### config.mk
export PLATFORM = sky130hd
export DESIGN_NAME = modem_status_reg
export DESIGN_NICKNAME = d
export VERILOG_FILES = /design/src/rtl/msr_pkg.sv /design/src/rtl/msr_sync.sv /design/src/rtl/msr_level_sel.sv /design/src/rtl/msr_delta.sv /design/src/rtl/modem_status_reg.sv
export SDC_FILE = /design/constraint.sdc
export NUM_CORES = 1
export LEC_CHECK = 0
export ABC_AREA = 1
export CAP_MARGIN = 15
export CORE_AREA = 5 5 42 44
export DETAILED_ROUTE_END_ITERATION = 10
export DIE_AREA = 0 0 47 49
export DONT_BUFFER_PORTS = 1
export SLEW_MARGIN = 20
export SYNTH_ARGS = -nofsm -noshare
export SYNTH_HDL_FRONTEND = slang
export SYNTH_SLANG_ARGS = --single-unit
### constraint.sdc
create_clock -name clk -period 0.9 [get_ports clk]
set_input_delay 0 -clock clk [delete_from_list [all_inputs] [get_ports clk]]
set_output_delay 0 -clock clk [all_outputs]
set_load 0.05 [all_outputs]
### src/rtl/msr_pkg.sv
package msr_pkg;
  localparam int unsigned LINE_W     = 4;
  localparam int unsigned SYNC_DEPTH = 2;

  // line positions inside the level and flag nibbles
  localparam int unsigned IX_SEND    = 0;
  localparam int unsigned IX_READY   = 1;
  localparam int unsigned IX_RING    = 2;
  localparam int unsigned IX_CARRIER = 3;

  // lines whose flag fires only on the active-to-inactive change
  localparam logic [LINE_W-1:0] TRAIL_MASK = 4'b0100;

  // control-output bit that feeds a given line in loopback
  function automatic int unsigned loop_src(input int unsigned line);
    case (line)
      IX_CARRIER: return 3;
      IX_RING:    return 2;
      IX_READY:   return 0;
      default:    return 1;
    endcase
  endfunction
endpackage

### src/rtl/msr_sync.sv
module msr_sync #(
  parameter int unsigned WIDTH  = 4,
  parameter int unsigned STAGES = 2
) (
  input  logic             clk,
  input  logic [WIDTH-1:0] d,
  output logic [WIDTH-1:0] q
);
  logic [WIDTH-1:0] chain [STAGES];

  for (genvar s = 0; s < STAGES; s++) begin : g_stage
    if (s == 0) begin : g_first
      always_ff @(posedge clk) chain[s] <= d;
    end else begin : g_next
      always_ff @(posedge clk) chain[s] <= chain[s-1];
    end
  end

  assign q = chain[STAGES-1];
endmodule

### src/rtl/msr_level_sel.sv
module msr_level_sel #(
  parameter int unsigned WIDTH = 4
) (
  input  logic             loop_en,
  input  logic [WIDTH-1:0] pin_sync_n,
  input  logic [WIDTH-1:0] ctl,
  output logic [WIDTH-1:0] lvl
);
  for (genvar g = 0; g < WIDTH; g++) begin : g_line
    localparam int unsigned SRC = msr_pkg::loop_src(g);
    assign lvl[g] = loop_en ? ctl[SRC] : ~pin_sync_n[g];
  end
endmodule

### src/rtl/msr_delta.sv
module msr_delta #(
  parameter int unsigned      WIDTH      = 4,
  parameter logic [WIDTH-1:0] TRAIL_ONLY = '0
) (
  input  logic             clk,
  input  logic             rst,
  input  logic [WIDTH-1:0] lvl,
  input  logic             rd_stb,
  input  logic             irq_en,
  output logic [WIDTH-1:0] lvl_q,
  output logic [WIDTH-1:0] flag_q,
  output logic             irq_q
);
  logic [WIDTH-1:0] evt;
  logic [WIDTH-1:0] flag_nxt;

  for (genvar g = 0; g < WIDTH; g++) begin : g_edge
    if (TRAIL_ONLY[g]) begin : g_trail
      assign evt[g] = lvl_q[g] & ~lvl[g];
    end else begin : g_any
      assign evt[g] = lvl_q[g] ^ lvl[g];
    end
  end

  always_comb begin
    flag_nxt = rd_stb ? '0 : flag_q;
    flag_nxt = flag_nxt | evt;
  end

  always_ff @(posedge clk) begin
    lvl_q <= lvl;
    if (rst) begin
      flag_q <= '0;
      irq_q  <= 1'b0;
    end else begin
      flag_q <= flag_nxt;
      irq_q  <= irq_en & (|flag_nxt);
    end
  end
endmodule

### src/rtl/modem_status_reg.sv
module modem_status_reg
  import msr_pkg::*;
#(
  parameter int unsigned LINES       = LINE_W,
  parameter int unsigned SYNC_STAGES = SYNC_DEPTH
) (
  input  logic               clk,
  input  logic               rst,
  input  logic [LINES-1:0]   line_n,
  input  logic               loop_en,
  input  logic [LINES-1:0]   mctl,
  input  logic               rd_stb,
  input  logic               irq_en,
  output logic [2*LINES-1:0] rd_data,
  output logic               irq
);
  localparam logic [LINES-1:0] RING_MASK = LINES'(TRAIL_MASK);

  logic [LINES-1:0] pin_sync_n;
  logic [LINES-1:0] lvl;
  logic [LINES-1:0] lvl_q;
  logic [LINES-1:0] flag_q;

  msr_sync #(.WIDTH(LINES), .STAGES(SYNC_STAGES)) u_sync (
    .clk (clk),
    .d   (line_n),
    .q   (pin_sync_n)
  );

  msr_level_sel #(.WIDTH(LINES)) u_sel (
    .loop_en    (loop_en),
    .pin_sync_n (pin_sync_n),
    .ctl        (mctl),
    .lvl        (lvl)
  );

  msr_delta #(.WIDTH(LINES), .TRAIL_ONLY(RING_MASK)) u_delta (
    .clk    (clk),
    .rst    (rst),
    .lvl    (lvl),
    .rd_stb (rd_stb),
    .irq_en (irq_en),
    .lvl_q  (lvl_q),
    .flag_q (flag_q),
    .irq_q  (irq)
  );

  assign rd_data = {lvl_q, flag_q};
endmodule

After elaboration in Yosys (flattened, before gate mapping)
Memories as Yosys holds them, arrays and structs flattened.
Index checks and enable logic that the tools add are counted.

operators by class
  muxes and demuxes = 5
  reductions and logical operators = 1
  bitwise logic cells = 11

operators by type and width
  kind                count
  NOT 1 bit           5
  two-way mux 1 bit   4
  two-way mux 4 bit   1
  OR 4 bit            1
  OR reduction 4 bit  1
  bitwise XOR 1 bit   3
  AND 1 bit           2

storage, ports and cells
  bits of input ports = 13
  RAM bits = 8
  output and inout bits = 9
  flip-flop bits (word level) = 9
  memories = 1

memories
  name          depth  bits a word  rd ports  clocked after Yosys merged registers in  wr ports  RTL line       RTL
  u_sync.chain  2      4            2         0                                        2         msr_sync.sv:9  logic [WIDTH-1:0] chain [STAGES];

Longest topological paths before layout
  depth in word-level cells = 7
  mapped depth = 7
  gate-level depth less buffers = 7

Modules after synthesis
Synthesis repeated with hierarchy kept, for this count alone.

unflattened totals
  cell total of the unflattened synthesis = 65
  area, all modules = 575.6 µm²

modules (own cells, without submodules)
  module         sequential area each (µm²)  times used  area each (µm²)  cells each
  msr_delta      180.2                       1           350.3            45
  msr_sync       160.2                       1           190.2            12
  msr_level_sel  0.0                         1           35.0             8

Least setup slack after synthesis
Ideal clock, no wire load.

  kind = register -> register
  start point = reg u_delta.lvl_q[1]
  end point = reg u_delta.irq_q
  data required time = 0.782 ns
  clock period less this slack = 1.133 ns
  library setup time = 0.118 ns
  setup slack = -0.233 ns
  arrival = 1.015 ns
  cell stages (with the launch flop) = 6
  path through = dfxtp_1 -> inv_1 -> nand2_2 -> nand3_2 -> nor2_1 -> a21oi_1

on the way
  word-level cells in the longest chain between the ends = 4

RTL lines
  item                    RTL line         RTL
  start, declared         msr_delta.sv:10  output logic [WIDTH-1:0] lvl_q,
  start signal, assigned  msr_delta.sv:31  lvl_q <= lvl;
  bitwise XOR 1 bit       msr_delta.sv:21  assign evt[g] = lvl_q[g] ^ lvl[g];
  OR 4 bit                msr_delta.sv:27  flag_nxt = flag_nxt | evt;
  OR reduction 4 bit      msr_delta.sv:37  irq_q <= irq_en & (|flag_nxt);
  AND 1 bit               msr_delta.sv:37
  end signal, assigned    msr_delta.sv:37
  end, declared           msr_delta.sv:12  output logic irq_q

Every way passes these cells.
A chain may end at the register's enable or synchronous reset.

==> metrics.log <==
INFO  metric detailroute.via_count = 479
INFO  metric die_area = 2300 um2
INFO  metric firstDrtPassIters = 4
INFO  metric wl_per_cell = 9.92 um
INFO  metric gr-usage-met2 = 19.0%
INFO  metric critical_path.most_common_cell = sky130_fd_sc_hd__nand2_2
INFO  metric cp-end-kind = flop
INFO  metric antennaDiodeCount = 0
INFO  metric clock_tree_from_tritoncts = built
INFO  metric timing.critical_path.from_type = flop
INFO  metric globalRouteMet1Util = 12.0%
INFO  metric power.clock.fraction = 25.3%
INFO  metric p_comb_share = 21.2%
INFO  metric outcome = complete, but fails checks
INFO  metric synth_enable_flop_cells = 0
INFO  metric power.total = 0.00155 W
INFO  metric layout.filler_cells = 136
INFO  metric place_hpwl = 761 um
INFO  metric routed_wl = 1070 um
INFO  metric area_growth = 44.4%
INFO  metric final-instance-count-excl-fill = 108
INFO  metric skew = 6.24 ps
INFO  metric pwr_density_cell = 1860 nW/um2
INFO  metric final_layout_size_suffix_gt1_share = 38.0%
INFO  metric portBuffers = 0
INFO  metric yosys-mux-area-fraction = 0%
INFO  metric hold_class = in -> reg
INFO  metric count_of_unresolved_drc_violations_after_routing = 0
INFO  metric setup_viol = 0
INFO  metric post-place-cells = 93
INFO  metric ys_warn_count = 0
INFO  metric crit_path_cell_trace = inv_1 > nand2_2 > nand2_2 > nand2_2 > nand3_2 > nor2_2 > a21oi_1
INFO  metric finalCriticalPeriod = 878 ps
INFO  metric synth_top_family_by_area = simple AND/OR/NAND/NOR gates
INFO  metric netlist.top_cell.by_area = sky130_fd_sc_hd__dfxtp_1
INFO  metric fin_setup_tns = 0 ps
INFO  metric power.switching_fraction = 29.6%
INFO  metric grtUsageMet3 = 3.32%
INFO  metric vias_per_cell = 4.44
INFO  metric core_area = 1400 um2
INFO  metric cts.path.max_buffers = 2
INFO  metric synth_fp_nets = 81
INFO  metric worst_ep_required_time = 1090 ps
INFO  metric gr_busiest_metal = met2
INFO  metric global_route.usage.total = 11.0%
INFO  metric synth_cells = 68
INFO  metric critical-path-top-delay-family = simple AND/OR/NAND/NOR gates
INFO  metric worst-path-buf-inv = 1
INFO  metric timing_worst_slew_pin_value = 149 ps
INFO  metric timing_worst_setup_path_type = reg -> reg
INFO  metric floorplan.die.height = 49 um
INFO  metric hold-worst-slack = -115 ps
INFO  metric ant_nets = 0
INFO  metric final_nets = 106
INFO  metric cell_internal_pwr = 0.00109 W
INFO  metric critical_path_peak_fanout = 2
INFO  metric synth.distinct_cells = 11
INFO  metric yosys.area_share.xor_xnor = 0%
INFO  metric gpl.final_weighted_congestion = 0.671
INFO  metric synth.cells.most_frequent = sky130_fd_sc_hd__nand2_1, sky130_fd_sc_hd__dfxtp_1, sky130_fd_sc_hd__inv_1
INFO  metric cts.reportedPaths.clkPinSlew = 100 ps
INFO  metric number_of_antenna_violations_at_the_first_check_in_global_routing = 0
INFO  metric async_flop_share = 0%
INFO  metric ctsRootBufferMaster = sky130_fd_sc_hd__clkbuf_4
INFO  metric peakVddDrop = 0.00115 V
INFO  metric clkSinkCount = 17
INFO  metric synth-compound-area-share = 2.38%
INFO  metric net-switching-power = 0.000460 W
INFO  metric synth.most_common_cell = sky130_fd_sc_hd__nand2_1
INFO  metric clock_latency = 280 ps
INFO  metric grt_setup_unrepaired = true
INFO  metric pin_count_of_the_biggest_net_entering_global_routing = 11
INFO  metric postPlaceCellArea = 686 um2
INFO  metric cpPeakStageDelay = 320 ps
INFO  metric grt_pass1_wl = 1830 um
INFO  metric drt_first_iter_violations = 4
INFO  metric final_cell_area_excluding_filler_cells = 835 um2
INFO  metric cts_setup_buffers = 0
INFO  metric dominantRegCellSynth = sky130_fd_sc_hd__dfxtp_1
INFO  metric overall_die_width = 47 um
INFO  metric grt.overflow.total = 0
INFO  metric clock.fmax = 1140 MHz
INFO  metric h-tree-depth = 1
INFO  metric ys_seq_area_share = 58.9%
INFO  metric leading_post_synthesis_cells_by_cell_area = sky130_fd_sc_hd__dfxtp_1, sky130_fd_sc_hd__nand2_1, sky130_fd_sc_hd__inv_1
INFO  metric post_synth.cell_area_avg = 8.50 um2
INFO  metric p_seq_share = 53.5%
INFO  metric ff_latch_area = 362 um2
INFO  metric cpMaxStageDelayCell = sky130_fd_sc_hd__dfxtp_1
INFO  metric multi_input_area = 191 um2
INFO  metric initial_utilization = 41.2%
INFO  metric std_cell_rows = 14
INFO  metric arrival = 1060 ps
INFO  metric hold_viol_final = 4
INFO  metric number_of_hold_buffers_added_after_cts = 11
INFO  metric yosys_register_bits = 17
INFO  metric synth_simple_gate_area_share = 29.0%
INFO  metric boundaryPins = 22
INFO  metric timing_max_transition_violations_final = 0
INFO  metric timing.max_slew.rel_slack = 90.2%
INFO  metric post-synth-top-area-fraction = 58.9%
INFO  metric grt_pass1_vias = 473
INFO  metric synth-adder-area-share = 0%
INFO  metric cts_inserted_buffers = 3
INFO  metric p_leak = 0.432 nW
INFO  metric max-cap-violations = 0
INFO  metric synthesis.area = 578 um2
INFO  metric period_share = 97.6%
INFO  metric violated_checks = hold timing
per-layer routing:
| metal | up-vias | wire (um) |
|---|---|---|
| li1 | 250 | - |
| met1 | 213 | 419 |
| met2 | 14 | 567 |
| met3 | 2 | 73 |
| met4 | 0 | 11 |
| met5 | - | 0 |
state kept, by name (all words and copies together), names as in the netlist:
name / count
u_delta.flag_q: 4
u_delta.irq_q: 1
u_delta.lvl_q: 4
u_sync.chain: 8
cell families after synthesis:
family,Yosys count
buffers and inverters,15
DFF,17
and+or+nand+nor,34
AOI/OAI and AO/OA,2
power by group through the flow:
stage	Clock, W	Sequential (W)	Combinational [W]
after global routing	0.000447	0.000836	0.000355
after floorplan	0	0.000964	0.0000964
after global placement	0	0.000845	0.000281
final	0.000393	0.000829	0.000329
after CTS	0.000417	0.000830	0.000323
after detailed placement	0	0.000847	0.000284
final timing paths:
check	from	endpoint	slack, ps	cells past startpoint
max	u_sync.chain[0][4]$_DFF_P_	u_delta.irq_q$_SDFF_PP0_	20	7
max reg2reg	u_sync.chain[0][4]$_DFF_P_	u_delta.irq_q$_SDFF_PP0_	20	7
min reg2reg	u_sync.chain[0][3]$_DFF_P_	u_sync.chain[0][7]$_DFF_P_	330	0
min	loop_en	u_delta.lvl_q[1]$_DFF_P_	-110	2
area by class of cell:
cell class	count	area share [%]
tap	16	2.40
clock inverter	1	0.600
timing repair buffer	20	21.3
clock buffer	3	2.70
sequential	17	43.3
inverter	15	6.75
multi-input combinational	36	22.9
metrics by stage:
stage / util (%) / hold slack, ps / setup WS, ps
after global routing: 59.6 / -123 / -53.8
after global placement: 48.9 / 27.8 / 56.1
final: 59.6 / -115 / 21.5
after floorplan: - / 27.7 / 9.05
after CTS: 58.8 / -126 / 8.13
after detailed placement: 48.9 / 27.8 / 21.4
repair_timing:
action | 4_1_cts | 5_1_grt
hold endpoints to repair | 13 | 4
endpoints found under the setup margin | 0 | 1
gates resized for setup | 0 | 4
cell usage in the layout, fill, tap and decap left out, drive strengths merged:
cell	n
clkinv	1
o21ai	1
buf	9
dfxtp	17
inv	15
dlygate4sd3	11
nand3	7
clkbuf	3
nor2	3
nand2	23
nand3b	1
a21oi	1
No activity file was read; power rests on OpenSTA's default activity.
